**config.mk**
```make
export PLATFORM = sky130hd
export DESIGN_NAME = arr_mult_pipe
export DESIGN_NICKNAME = d
export VERILOG_FILES = /design/src/rtl/arr_mult_pkg.sv /design/src/rtl/pipe_reg.sv /design/src/rtl/mul_row.sv /design/src/rtl/arr_mult_pipe.sv
export SDC_FILE = /design/constraint.sdc
export NUM_CORES = 1
export LEC_CHECK = 0
export ABC_AREA = 1
export BUFFER_PORTS_ARGS = -buffer_cell sky130_fd_sc_hd__clkbuf_2
export CAP_MARGIN = 40
export CORE_MARGIN = 2
export CORE_UTILIZATION = 30
export CTS_CLUSTER_DIAMETER = 80
export DETAILED_ROUTE_END_ITERATION = 10
export HOLD_SLACK_MARGIN = 0.06
export PLACE_DENSITY = 0.46
export SYNTH_ARGS = -nofsm -noshare
export SYNTH_HDL_FRONTEND = slang
export SYNTH_SLANG_ARGS = --single-unit
```
**constraint.sdc**
```tcl
create_clock -name clk -period 4.5 [get_ports clk]
set_input_delay 0.9 -clock clk [delete_from_list [all_inputs] [get_ports clk]]
set_output_delay 0.9 -clock clk [all_outputs]
set_load 0.01 [all_outputs]
```
**src/rtl/arr_mult_pkg.sv**
```systemverilog
package arr_mult_pkg;

  // Bit offset of stage input i inside the triangular vector that holds
  // the multiplier bits still to be consumed (stage i carries m-i bits).
  function automatic int tri_y_off(input int m, input int i);
    return i * m - (i * (i - 1)) / 2;
  endfunction

  // Bit offset of stage input i inside the triangular vector that holds
  // the already settled low product bits (stage i carries i bits).
  function automatic int tri_l_off(input int i);
    return (i * (i - 1)) / 2;
  endfunction

endpackage

```
**src/rtl/pipe_reg.sv**
```systemverilog
module pipe_reg #(
  parameter int W = 8
) (
  input  logic         clk,
  input  logic         rst,
  input  logic         en,
  input  logic [W-1:0] d,
  output logic [W-1:0] q
);

  always_ff @(posedge clk) begin
    if (rst)     q <= '0;
    else if (en) q <= d;
  end

endmodule

```
**src/rtl/mul_row.sv**
```systemverilog
module mul_row #(
  parameter int N = 8
) (
  input  logic [N-1:0] x,
  input  logic         ybit,
  input  logic [N-1:0] acc,
  output logic [N:0]   sum
);

  // One row of the array: gated multiplicand added into the running sum.
  function automatic logic [N:0] add_row(input logic [N-1:0] xv,
                                         input logic         b,
                                         input logic [N-1:0] av);
    logic [N-1:0] pp;
    pp = xv & {N{b}};
    return {1'b0, av} + {1'b0, pp};
  endfunction

  assign sum = add_row(x, ybit, acc);

endmodule

```
**src/rtl/arr_mult_pipe.sv**
```systemverilog
module arr_mult_pipe
  import arr_mult_pkg::*;
#(
  parameter int N = 8,
  parameter int M = 8
) (
  input  logic           clk,
  input  logic           rst,
  input  logic           in_valid,
  input  logic [N-1:0]   x_in,
  input  logic [M-1:0]   y_in,
  output logic           out_valid,
  output logic [N+M-1:0] prod_out
);

  localparam int TRI = (M * (M + 1)) / 2;

  // Named stage-boundary signals (index i = input of stage i).
  logic [M:0]          stage_v;
  logic [M-1:0][N-1:0] stage_x;
  logic [M:0][N-1:0]   stage_acc;
  logic [TRI-1:0]      y_tri;
  logic [TRI-1:0]      low_tri;

  assign stage_v[0]   = in_valid;
  assign stage_x[0]   = x_in;
  assign stage_acc[0] = '0;
  assign y_tri[M-1:0] = y_in;

  for (genvar i = 0; i < M; i++) begin : g_stage
    localparam int YOFF = tri_y_off(M, i);
    localparam int YW   = M - i;
    localparam int LNXT = tri_l_off(i + 1);

    logic [N:0]    row_sum;
    logic [YW-1:0] y_here;
    logic [i:0]    low_d;

    assign y_here = y_tri[YOFF +: YW];

    mul_row #(.N(N)) u_row (
      .x    (stage_x[i]),
      .ybit (y_here[0]),
      .acc  (stage_acc[i]),
      .sum  (row_sum)
    );

    pipe_reg #(.W(1)) u_v (
      .clk (clk), .rst (rst), .en (1'b1),
      .d   (stage_v[i]), .q (stage_v[i+1])
    );

    pipe_reg #(.W(N)) u_acc (
      .clk (clk), .rst (rst), .en (stage_v[i]),
      .d   (row_sum[N:1]), .q (stage_acc[i+1])
    );

    if (i == 0) begin : g_low_first
      assign low_d = row_sum[0];
    end else begin : g_low_more
      assign low_d = {row_sum[0], low_tri[tri_l_off(i) +: i]};
    end

    pipe_reg #(.W(i + 1)) u_low (
      .clk (clk), .rst (rst), .en (stage_v[i]),
      .d   (low_d), .q (low_tri[LNXT +: i + 1])
    );

    if (i < M - 1) begin : g_fwd
      pipe_reg #(.W(N)) u_x (
        .clk (clk), .rst (rst), .en (stage_v[i]),
        .d   (stage_x[i]), .q (stage_x[i+1])
      );
      pipe_reg #(.W(YW - 1)) u_y (
        .clk (clk), .rst (rst), .en (stage_v[i]),
        .d   (y_here[YW-1:1]), .q (y_tri[tri_y_off(M, i + 1) +: YW - 1])
      );
    end
  end

  assign out_valid = stage_v[M];
  assign prod_out  = {stage_acc[M], low_tri[TRI-1 -: M]};

endmodule

```
# After elaboration in Yosys (flattened, before gate mapping)
# Index checks and enable logic that the tools add are counted.
word_totals:
  output_inout_bits: 17
  inputBits: 19
  word_cells: 53
  ff_bits: 191
op_classes:
  bitwise_logic: 8
  add_sub_neg: 7
ops:
  columns: ["cell", "n"]
  rows:
  - ["bitwise AND 8 bit", 8]
  - ["adder 8 x 8 -> 9 bit", 6]
  - ["adder 7 x 8 -> 9 bit", 1]

# Logic depth before layout (Yosys ltp)
# Gate-level depths: netlist of run 1.
logic_depth:
  word_depth: 2
  depth_mapped: 15

# By module
# A second synthesis of run 1 with hierarchy kept.
hier_totals:
  hier_cells: 1840
  area_unflattened_um2: 11643.7
modules_own_cells:
  columns: ["mod", "area_per_inst_um2", "cells_per_inst", "instances"]
  rows:
  - ["pipe_reg (g_stage[0].g_fwd.u_x ...)", 341.6, 51, 16]
  - ["mul_row (g_stage[0].u_row ...)", 440.4, 76, 7]
  - ["pipe_reg (g_stage[0].g_fwd.u_y ...)", 286.5, 44, 2]
  - ["pipe_reg (g_stage[1].g_fwd.u_y ...)", 247.7, 38, 2]
  - ["pipe_reg (g_stage[0].u_low ...)", 45.0, 7, 10]
  - ["pipe_reg (g_stage[2].g_fwd.u_y ...)", 209.0, 32, 2]
  - ["mul_row (g_stage[7].u_row)", 402.9, 76, 1]
  - ["pipe_reg (g_stage[3].g_fwd.u_y ...)", 172.7, 26, 2]
  - ["pipe_reg (g_stage[2].u_low ...)", 120.1, 19, 2]
  - ["pipe_reg (g_stage[1].u_low ...)", 81.3, 13, 2]
  - ["arr_mult_pipe", 7.5, 2, 1]

# Least setup slack after synthesis of run 1
# No wires, ideal clock.
synth_timing:
  kind: "reg2reg"
  from: "reg g_stage[5].g_fwd.u_y.q[0]"
  to: "reg g_stage[6].u_acc.q[3]"
  path_stages_with_launch: 15
  n_path_buf: 1
  slack_ps: 2667
  arrival_ps: 1724
  setup_ps: 109
  period_less_slack_ps: 1833
  t_required_ps: 4391
  path_cell_list: "dfxtp_1 > clkbuf_1 > nand2_1 > inv_1 > ha_1 > inv_1 > fa_1 > inv_1 > nand2_1 > nand2_1 > o21ai_0 > xor2_1 > nand2_1 > nand2_1 > inv_1"
synth_via:
  elab_chain_cells: 2
synth_rtl:
  columns: ["element", "line_no", "text"]
  rows:
  - ["from (decl)", "pipe_reg.sv:8", "output logic [W-1:0] q"]
  - ["from (signal assigned)", "pipe_reg.sv:12", "if (rst) q <= '0;"]
  - ["from (signal assigned)", "pipe_reg.sv:13", "else if (en) q <= d;"]
  - ["bitwise AND 8 bit", "mul_row.sv:15", "pp = xv & {N{b}};"]
  - ["adder 8 x 8 -> 9 bit", "mul_row.sv:16", "return {1'b0, av} + {1'b0, pp};"]
  - ["to (signal assigned)", "pipe_reg.sv:12", null]
  - ["to (signal assigned)", "pipe_reg.sv:13", null]
  - ["to (decl)", "pipe_reg.sv:8", null]
# Every way passes these cells.
# A chain may end at the register's enable or synchronous reset.

# Worst setup path in the final report of run 1
layout_timing:
  from: "reg g_stage[1].g_fwd.u_y.q[0]"
  to: "reg g_stage[2].u_acc.q[3]"
layout_via:
  elab_chain_cells: 2
layout_rtl:
  columns: ["element", "line_no"]
  rows:
  - ["from (decl)", "pipe_reg.sv:8"]
  - ["from (signal assigned)", "pipe_reg.sv:12"]
  - ["from (signal assigned)", "pipe_reg.sv:13"]
  - ["bitwise AND 8 bit", "mul_row.sv:15"]
  - ["adder 8 x 8 -> 9 bit", "mul_row.sv:16"]
  - ["to (signal assigned)", "pipe_reg.sv:12"]
  - ["to (signal assigned)", "pipe_reg.sv:13"]
  - ["to (decl)", "pipe_reg.sv:8"]
# Every way passes these cells.

==> results of run 1 <==
==> metrics by stage <==
step / setup slack, ns / power, W / area, sq um
CTS: 2.43 / 0.00362 / 10600
global route: 2.20 / 0.00372 / 10600
finish: 2.45 / 0.00356 / 10600
global placement: 2.12 / 0.00201 / 9860
detailed placement: 2.24 / 0.00202 / 10000
floorplan: 2.67 / 0.00197 / 9610
==> critical path, delay by kind of cell, from the launching register on <==
family | cells | cell delay, ns
adders and majority gates | 2 | 0.57
AOI/OAI and AO/OA | 1 | 0.11
buffers and inverters | 4 | 0.22
and+or+nand+nor | 5 | 0.35
DFF | 1 | 0.55
xor gates and xnor gates | 1 | 0.15
==> cells in the final DEF (no fill, tap or decap), drive strengths merged, types with 3 or more instances in the layout <==
cell type	count
a211oi	6
a21oi	55
buf	8
bufinv	3
clkbuf	52
clkinv	6
dfxtp	191
fa	7
ha	55
inv	180
nand2	241
nand3	61
nand3b	10
nor2	332
o21ai	148
or2	6
xnor2	14
xor2	7
==> flip-flops by register name (all words and copies together), names as in the netlist <==
register	count
g_stage.g_fwd.u_x.q	56
g_stage.u_v.q	8
g_stage.u_acc.q	63
g_stage.u_low.q	36
g_stage.g_fwd.u_y.q	28
==> area by class of cell <==
| class | instances | area (sq um) |
|---|---|---|
| timing repair buffer | 43 | 318 |
| tap | 402 | 503 |
| fill | 3460 | 20900 |
| clock buffer | 17 | 425 |
| inverter | 176 | 663 |
| multi-input combinational | 945 | 4690 |
| sequential | 191 | 3820 |
| clock inverter | 15 | 184 |
==> kinds of logic after synthesis <==
| logic type | share of synthesized area [%] |
|---|---|
| and+or+nand+nor | 27.2 |
| buffers and inverters | 11.4 |
| AOI/OAI and AO/OA | 11.1 |
| DFF | 39.8 |
| adders and majority gates | 8.62 |
| xor gates and xnor gates | 1.91 |
==> final timing paths <==
check / from / end / slack (ns) / depth (start not counted)
max: g_stage[1].g_fwd.u_y.q[0] / g_stage[2].u_acc.q[3] / 2.45 / 13
min: g_stage[0].u_acc.q[2] / g_stage[0].u_acc.q[2] / 0.47 / 2
max reg2reg: g_stage[1].g_fwd.u_y.q[0] / g_stage[2].u_acc.q[3] / 2.45 / 13
min reg2reg: g_stage[0].u_acc.q[2] / g_stage[0].u_acc.q[2] / 0.47 / 2
==> routing by layer <==
| metal | global-route usage [%] | up-vias |
|---|---|---|
| met5 | 0 | - |
| met3 | 2.42 | 17 |
| met1 | 17.5 | 3609 |
| met4 | 3.87 | 0 |
| li1 | - | 4294 |
| met2 | 23.4 | 59 |
==> power groups by stage <==
stage / registers [W] / clock network [W] / logic, W
after floorplan: 0.00180 / 0 / 0.000166
after global placement: 0.00183 / 0 / 0.000179
after detailed placement: 0.00182 / 0 / 0.000194
after CTS: 0.00179 / 0.00164 / 0.000196
after global routing: 0.00179 / 0.00170 / 0.000225
final: 0.00179 / 0.00158 / 0.000191
==> out/results.txt, run 1 <==
The flow ran to the end, and the final reports show no timing, DRC or antenna violations. The count of buffers added on input and output ports is 35. The final non-filler cell total is 1789, and the initial standard-cell utilization of the core is 30.4%. At the end of the flow the core is filled with cells to 33.6%.

In the detailed route, the total length drawn on met3 is 427 um. The buffer levels on the longest clock path was 2; the internal power contribution was 0.00270 W. Number of antenna repair diodes: 0.

The highest routing layer actually used is met4. STA puts the critical path data arrival time at 2.38 ns. After detailed routing, the number of remaining DRC violations is 0. The average footprint of a synthesized cell was 6.97 sq um; the number of instances in the synthesized netlist was 1378.

The worst path needs 2.05 ns of the cycle, external delays included. Of the total power, registers draw 50.1%. 36 I/O pins were placed. For this design the ratio of total power to cell area is 336 nW/um^2. In the detailed route, the total length drawn on met2 is 10100 um. In this run, the number of DRC markers left after iteration 0 of detailed routing was 310.

Number of warnings issued by yosys: 0. TritonCTS built the clock tree. The largest individual stage delay along the critical path comes from the cell dfxtp_1. The number of nets in the synthesized netlist is 1459.

The initial antenna violation count is 0, and the number of sinks driven by the clock tree is 191. STA classifies the critical path endpoint as a flop. In this run the static leakage power is 5.66 nW. Cell repeated most along the worst path: nand2_1. Detailed routing inserted a total of 7979 vias. Setup repair after global routing left no endpoint under its margin. In this run the power spent charging and discharging nets is 0.000865 W. The final-layout setup total negative slack is 0 ns, and the combinational cell fraction of total power is 5.4%.

Maximum number of pins on one net before global-route repair: 76. Hold violation count in the final report: 0. The die covers 33500 sq um.

The tool flagged a number of max-cap violations equal to 0. The logs give 0.474 ns for the minimum hold slack and 1757 for the cell total after placement. The routed length on met1 was 10800 um. The tools report the number of post-CTS setup repair buffers as 0. The pre-antenna-repair detailed-routing pass consisted of 5 iterations. The number of vias per cell after detailed routing was 4.46.

Yosys instantiated no cell more often than nor2_1. Cell type with the highest aggregate area in the netlist: dfxtp_1. The site row count is 65, and the post-route clock period utilization is 45.6%. For the number of global-route vias before repair, the log shows 7785. After global routing the overflow that remains totals 0.

The tools report the data required time at the worst endpoint as 4.83 ns. The logs give 17 for the number of buffers added by the clock tree synthesis step and 9610 sq um for the cell area after technology mapping. Detailed placement finished with a half-perimeter wire length of 14900 um.

The number of H-tree levels was 4. In this run switching power makes up 24.3% of total power. The count of antenna-violating nets left after detailed routing came out at 0. Routability-driven placement finished with a final weighted congestion of 0.751. Along the worst path, the maximum fanout reaches 9. Measured along the x axis, the die boundary spans 183 um.

The flip-flop cell with the highest count after synthesis is dfxtp_1. On the worst path, the slowest cell contributes a delay of 0.55 ns. The overall routed net length is 21600 um, and the clock transition at the register clock pins on the worst setup and hold paths after CTS is 0.07 ns. The clock skew came out at 0.00741 ns. Of the cells placed in the final design, the portion with a size suffix greater than 1 is 6.06%.

Sequential elements use 39.8% of the synthesized area. In this run, the clock network consumes 44.5% of the power. The maximum ir drop on the vdd rail came out at 0.268 mV. At the pin with the least slew margin, the transition time is 0.861 ns.

The average wire length per cell after detail routing is 12.1 um, and the number of flops mapped to enable cells by yosys is 0. After synthesis, the netlist uses 28 different library cells. Ranked by instance count, the synthesized netlist is headed by nor2_1 (331), nand2_1 (240), dfxtp_1 (191), inv_1 (175), o21ai_0 (128). The clock tree root driver cell was clkbuf_16. Yosys attributes the largest share of cell area to dfxtp_1 (40%), nor2_1 (13%), nand2_1 (9.4%), ha_1 (7.2%), inv_1 (6.8%). The path class of the lowest-slack min-delay path is flop to flop. The total of endpoints with negative setup slack in the final report is 0, and the wire length of the first global-routing pass is 37700 um.

The async set or reset register ratio after synthesis came out at 0%. Measured along the y axis, the die boundary spans 183 um. The region available for standard cell placement spans 31600 sq um. The max-slew violation count came out at 0. The critical path goes through nand2_1 -> inv_1 -> ha_1 -> inv_1 -> fa_1 -> inv_1 -> nand2_1 -> nand2_1 -> o21ai_0 -> xor2_1 -> nand2_1 -> nand2_1 -> inv_1. Headroom to the max-slew limit came out at 42.6%. STA classifies the critical path startpoint as a flop. The worst setup path category is flop to flop.

The post-CTS resize count is 0, and the final net count is 1455. The share of the synthesized area in the top cell type was 39.8%; the total global routing track utilization was 13.6%. The clock reaches the later pin of the worst-skew pair after 0.43 ns. After clock tree synthesis, the flow added hold-fix buffers numbering 0. From synthesis to final layout, the design area changed by 10.4%.

After synthesis the netlist holds a flip-flop and latch count of 191. Static timing analysis puts the maximum clock frequency at 487 MHz.
No activity file was read; power rests on OpenSTA's default activity.
==> run 2: changes to the inputs <==
==> constraint.sdc (replaced) <==
create_clock -name clk -period 2.08 [get_ports clk]
set_input_delay 0.416 -clock clk [delete_from_list [all_inputs] [get_ports clk]]
set_output_delay 0.416 -clock clk [all_outputs]
set_load 0.01 [all_outputs]
==> out/results.txt, run 2 (same netlist as run 1, synthesis figures left out) <==
The flow ran to the end, and the final reports show no timing, DRC or antenna violations. The cell total after placement is 1769 (+0.68%), and the post-route clock period utilization is 87.2% (+42 points). The overall routed net length came out at 22100 um (+2.5%).

The largest registers in the layout are g_stage.u_acc.q: 63 flops, g_stage.g_fwd.u_x.q: 56 flops, g_stage.u_low.q: 36 flops. The largest individual stage delay along the critical path comes from the cell fa_1. The wire length of the first global-routing pass was 38000 um (+0.66%). Clock tree synthesis selected as its root buffer the cell clkbuf_16. The initial antenna violation count was 0 (unchanged).

The most numerous cell type found on the critical path is nand2_1. For the maximum number of pins on one net before global-route repair, the log shows 64 (-16%). The worst setup path is captured at a flop. The maximum clock frequency is 552 MHz (+13%).

The tools report the weighted congestion reported at the end of routability-driven placement as 0.777 (+3.4%). The number of post-CTS setup repair buffers was 0 (unchanged). Relative to the synthesized area, the layout overhead comes to 11.2%. The max-capacitance violation count is 0 (unchanged), and the fraction of final layout cells with drive strength greater than 1 is 6.79% (+0.73 points). The largest stage delay on the critical path works out to 0.43 ns (-0.12 ns).

The run gives 0 (unchanged) as the max-slew violation count. The site row count was 65 (unchanged). The count of buffers from port buffering is 35 (unchanged), and the area enclosed by the die boundary is 33500 sq um (unchanged).

The logs give 191 (unchanged) for the number of sinks driven by the clock tree and 0 (unchanged) for the hold violation count in the final report. The die height works out to 183 um (unchanged). The internal power contribution is 0.00602 W (+120%). The library cells used most frequently in the layout, excluding fill and tap cells, are nor2_1 (331), nand2_1 (240), dfxtp_1 (191). The number of vias per cell after detailed routing is 4.41 (-1.2%), and the number of antenna repair diodes is 0 (unchanged). The library cell used most frequently in the layout, excluding fill and tap cells, is nor2_1.

The run gives 30.4% (unchanged) as the initial standard-cell utilization of the core. The tools report the category of the worst setup path launch point as a flop. The buffer levels on the longest clock path came out at 2 (unchanged). Maximum ir drop on the vdd rail: 0.587 mV (+120%). The slew at the pin closest to its max-slew limit is 0.733 ns (-0.129 ns). The DRC violation total after the first TritonRoute iteration was 357 (+15%); the number of hold buffers added after CTS was 0 (unchanged).

For the clock share of power, the log shows 45.4% (+0.9 points). Number of flip-flops under the largest register name: 63 (unchanged). For the part of the total power dissipated in sequential elements, the log shows 49.0% (-1.1 points). The largest fanout on the critical path was 9 (unchanged); the final-layout setup total negative slack was 0 ns (unchanged). The signal on the critical path passes through nand2_1 -> inv_1 -> ha_1 -> fa_1 -> nand2_1 -> nand2_1 -> nand3b_1 -> nand2_1 -> nand2_1 -> nand3_1 -> nand2_1 -> inv_1. The tools report the clock skew as 0.00766 ns (+0.000249 ns). The min-delay analysis places its worst path in the category primary input to flop. The tools report the worst slew slack as a fraction of its limit as 51.1% (+8.5 points).

The tools report the switching power summed over all nets as 0.00184 W (+110%). The switching portion of total power is 23.4% (-0.90 points), and the number of H-tree levels is 4 (unchanged). The tools report the number of buffers added by the clock tree synthesis step as 17 (unchanged).

The logs give 0 (unchanged) for the total of endpoints with negative setup slack in the final report and 0.44 ns (about the same) for the later-pin clock latency in the skew report. The die outline width is 183 um (unchanged). The run gives 14.0% (+0.35 points) as the total global routing track utilization. Number of iterations in the first detailed-routing pass: 4 (-1).

The remaining global-route overflow is 0 (unchanged). The post-CTS resize count came out at 0 (unchanged). The tools report the critical path data arrival time as 2.15 ns (-0.23 ns). The tools report the leakage power summed over all cells as 5.72 nW (+1.1%). The shortest period the worst path allows was 1.81 ns (-0.241 ns); the DRC violation count after routing was 0 (unchanged). The run gives 1467 (+0.82%) as the final net count. The via total after detailed routing is 7937 (-0.53%), and the data required time at the worst endpoint is 2.42 ns (-2.41 ns). The core region area is 31600 sq um (unchanged).

The worst setup path category was flop to flop. Half-perimeter wire length of the detailed placement result: 15500 um (+3.9%). The combinational cell fraction of total power was 5.6% (+0.2 points). The post-route total power is 0.00786 W (+120%), and the average wire length per cell after detail routing is 12.3 um (+1.8%).

TritonCTS built the clock tree. For the count of antenna-violating nets left after detailed routing, the log shows 0 (unchanged). The clock transition at the register clock pins on the worst setup and hold paths after CTS works out to 0.07 ns (about the same). Setup repair after global routing left no endpoint under its margin. More flip-flops sit in one register than any other, and that register is g_stage.u_acc.q. The power density over cell area is 736 nW/um^2 (+120%).

The logs give 36 (unchanged) for the number of top-level pins and 7661 (-1.6%) for the number of global-route vias before repair. The final non-filler cell total was 1801 (+0.67%).
-- run 2: changes by cell type in the layout (fill, tap and decap cells not counted), sizes merged --
cell / delta
clkbuf: +3
bufinv: +1
buf: +12
clkinv: -4
-- run 2: worst max-delay path: cells and delay by family (launching register included) --
kind                     cells  cell delay, ns
adder cells (fa/ha/maj)      2            0.65
buffers and inverters        2            0.07
flip-flops                   1            0.39
AND/OR/NAND/NOR              8            0.60
-- run 2: metal layers --
| metal | global-route usage [%] | vias up | wire length, um |
|---|---|---|---|
| met5 | 0 | - | 0 |
| met4 | 3.84 | 0 | 223 |
| met3 | 2.44 | 13 | 390 |
| met2 | 24.5 | 48 | 10600 |
| met1 | 17.7 | 3566 | 10900 |
| li1 | - | 4310 | - |
-- run 2: cell type report --
class,instances,area [sq um]
Fill cell,3438,20900
Multi-Input combinational cell,945,4690
Sequential cell,191,3820
Inverter,176,663
Tap cell,402,503
Clock buffer,20,457
Timing Repair Buffer,55,363
Clock inverter,12,180
-- run 2: path summary, 6_finish.rpt --
| check | start | endpoint | slack, ns | cells past startpoint |
|---|---|---|---|---|
| worst max-delay path | g_stage[2].g_fwd.u_y.q[0] | g_stage[3].u_acc.q[5] | 0.27 | 12 |
| worst min-delay path | y_in[5] | g_stage[0].g_fwd.u_y.q[4] | 0.20 | 3 |
| worst max register to register | g_stage[2].g_fwd.u_y.q[0] | g_stage[3].u_acc.q[5] | 0.27 | 12 |
| worst min register to register | g_stage[0].u_low.q | g_stage[0].u_low.q | 0.47 | 2 |
-- run 2: through the flow --
stage | worst slack, ns | utilization [%] | cell area [sq um] | hold slack [ns]
global route | 0.0695 | 33.8 | 10700 | 0.206
global placement | 0.290 | 31.8 | 10000 | 0.459
floorplan | 0.247 | - | 9610 | 0.445
CTS | 0.255 | 33.8 | 10700 | 0.185
detailed placement | 0.264 | 31.8 | 10000 | 0.456
finish | 0.267 | 33.8 | 10700 | 0.200
-- run 2: power groups by stage --
stage	registers [W]	clock network (W)	logic, W
2_1_floorplan	0.00390	0	0.000359
3_3_place_gp	0.00393	0	0.000448
3_5_place_dp	0.00393	0	0.000448
4_1_cts	0.00385	0.00368	0.000452
5_1_grt	0.00386	0.00381	0.000517
6_report	0.00385	0.00357	0.000443
==> run 3: changes to the inputs <==
--- a/config.mk
+++ b/config.mk
@@ -14,6 +14,8 @@
 export DETAILED_ROUTE_END_ITERATION = 10
 export HOLD_SLACK_MARGIN = 0.06
 export PLACE_DENSITY = 0.46
+export REMOVE_ABC_BUFFERS = 1
+export SKIP_CTS_REPAIR_TIMING = 1
 export SYNTH_ARGS = -nofsm -noshare
 export SYNTH_HDL_FRONTEND = slang
 export SYNTH_SLANG_ARGS = --single-unit
==> out/results.txt, run 3 (same netlist as run 1, synthesis figures left out) <==
The run gives 537 MHz (-2.6%) as the maximum clock frequency. For the DRC violation count after routing, the log shows 0 (unchanged). Half-perimeter wire length of the detailed placement result: 15500 um (-0.24%). The run gives 330 (-7.6%) as the DRC violation total after the first TritonRoute iteration. The met3 demand-to-capacity share in global routing is 2.54% (+0.099 points).

Setup repair after global routing left no endpoint under its margin. For the overall routed net length, the log shows 21900 um (-0.94%). The logs give 4 (unchanged) for the number of iterations in the first detailed-routing pass and 2.43 ns (about the same) for the data required time at the worst endpoint.

The number of buffers added by the clock tree synthesis step came out at 17 (unchanged). The clock transition at the register clock pins on the worst setup and hold paths after CTS came out at 0.08 ns (about the same). The fraction of final layout cells with drive strength greater than 1 was 6.93% (+0.14 points); the final-layout setup total negative slack was 0 ns (unchanged).

In the layout the commonest cells are nor2_1 (331), nand2_1 (240), dfxtp_1 (191). The maximum ir drop on the vdd rail was 0.593 mV (+0.91%). For the area enclosed by the die boundary, the log shows 33500 sq um (unchanged). The routing usage on met2 is 24.8% (+0.29 points). Sequential standard cell area: 3820 sq um (unchanged). For the total global routing track utilization, the log shows 13.8% (-0.16 points).

The largest registers in the layout are g_stage.u_acc.q: 63 flops, g_stage.g_fwd.u_x.q: 56 flops, g_stage.u_low.q: 36 flops. The post-route clock period utilization is 89.5% (+2.3 points). Register bank with the most flops: g_stage.u_acc.q. The worst setup path is captured at a flop.

The number of vias per cell after detailed routing came out at 4.37 (-0.81%). The run gives 5.68 nW (-0.78%) as the leakage power summed over all cells. The run gives 4 (unchanged) as the number of H-tree levels. Max-capacitance violation count: 0 (unchanged). The run finished with clean final reports. Largest fanout on the critical path: 10 (+1). The category of the worst setup path launch point was a flop. For the max-slew violation count, the log shows 0 (unchanged).

The tools report the clock skew as 0.0120 ns (+0.00438 ns). Cell total after placement: 1771 (+0.11%). The via total after detailed routing is 7877 (-0.76%).

The multi-input combinational cell area is 4690 sq um (unchanged). Number of antenna repair diodes: 0 (unchanged). The run gives 3522 (+2.4%) as the number of filler cells placed in the layout.

The die outline width was 183 um (unchanged). The final net count was 1469 (+0.14%). For the met1 usage in global routing, the log shows 16.9% (-0.74 points).

The shortest period the worst path allows is 1.86 ns (+0.0478 ns), and the initial standard-cell utilization of the core is 30.4% (unchanged). For the weighted congestion reported at the end of routability-driven placement, the log shows 0.786 (+1.2%). Most used routing layer in global routing: met2. The count of antenna-violating nets left after detailed routing is 0 (unchanged), and the slew at the pin closest to its max-slew limit is 0.661 ns (-0.0717 ns). The number of top-level pins is 36 (unchanged), and the number of sinks driven by the clock tree is 191 (unchanged). The number of global-route vias before repair is 7685 (+0.31%). The worst setup path category is flop to flop.

For the worst slew slack as a fraction of its limit, the log shows 55.9% (+4.8 points). The power density over cell area is 700 nW/um^2 (-4.9%), and the site row count is 65 (unchanged). The total of endpoints with negative setup slack in the final report was 0 (unchanged). Later-pin clock latency in the skew report: 0.44 ns (about the same).

The tools report the hold violation count in the final report as 0 (unchanged). For the wire length of the first global-routing pass, the log shows 37700 um (-0.73%). Count of buffers from port buffering: 35 (unchanged). The maximum number of pins on one net before global-route repair came out at 80 (+25%). The remaining global-route overflow was 0 (unchanged). Leaving out fill and tap cells, the most frequent cell in the layout is nor2_1.

The run gives 2 (unchanged) as the buffer levels on the longest clock path. For the critical path data arrival time, the log shows 2.21 ns (+0.06 ns). The run gives 31600 sq um (unchanged) as the core region area. The number of flip-flops under the largest register name came out at 63 (unchanged). The average wire length per cell after detail routing is 12.2 um (-1.0%), and the final non-filler cell total is 1802 (+0.056%).

The die height is 183 um (unchanged), and the initial antenna violation count is 0 (unchanged). Synthesis-to-finish area growth: 10.3%. The tools report the final core utilization as 33.6% (-0.26 points). Clock tree root driver cell: clkbuf_16. The min-delay analysis places its worst path in the category primary input to flop. TritonCTS built the clock tree.
run 3: metal layers:
| layer | part of all wire, % | vias to the layer above |
|---|---|---|
| met5 | 0 | - |
| met4 | 1.1 | 0 |
| met2 | 48 | 90 |
| met1 | 48 | 3457 |
| li1 | - | 4313 |
| met3 | 2.5 | 17 |
run 3: final cells by class:
class                           count  area share, %
Multi-Input combinational cell    945           44.3
Sequential cell                   191           36.1
Inverter                          176           6.26
Tap cell                          402           4.75
Clock buffer                       17           4.01
Timing Repair Buffer               57           3.45
Clock inverter                     14           1.19
run 3: final timing paths:
check / startpoint / to / slack [ns] / cells past startpoint
min reg2reg: g_stage[0].u_low.q / g_stage[0].u_low.q / 0.47 / 2
min: y_in[2] / g_stage[0].g_fwd.u_y.q[1] / 0.19 / 3
max: g_stage[0].g_fwd.u_y.q[0] / g_stage[1].u_acc.q[5] / 0.22 / 12
max reg2reg: g_stage[0].g_fwd.u_y.q[0] / g_stage[1].u_acc.q[5] / 0.22 / 12
run 3: power by group:
part / total [W] / internal [W] / leakage [nW] / switching [W]
sequential: 0.00385 / 0.00377 / 1.55 / 0.0000793
combinational: 0.000442 / 0.000159 / 3.87 / 0.000283
clock: 0.00313 / 0.00157 / 0.260 / 0.00156
run 3: critical path, cell delays in order (launching register included):
cell	delay, ns
dfxtp_1	0.42
nand2_1	0.11
inv_1	0.04
ha_1	0.20
fa_1	0.40
nand2_1	0.12
nand3_1	0.08
nand3b_1	0.12
nand2_1	0.06
nand2_1	0.06
nand3_1	0.06
nand2_1	0.06
inv_1	0.04
run 3: metrics by stage:
| step | setup WS [ns] | power [W] | hold slack (ns) | instance area (sq um) |
|---|---|---|---|---|
| after CTS | 0.221 | 0.00755 | 0.171 | 10600 |
| after global routing | 0.0123 | 0.00777 | 0.192 | 10600 |
| after global placement | 0.269 | 0.00438 | 0.460 | 10000 |
| after detailed placement | 0.231 | 0.00438 | 0.462 | 10000 |
| final | 0.219 | 0.00742 | 0.190 | 10600 |
| after floorplan | 0.335 | 0.00418 | 0.440 | 9180 |
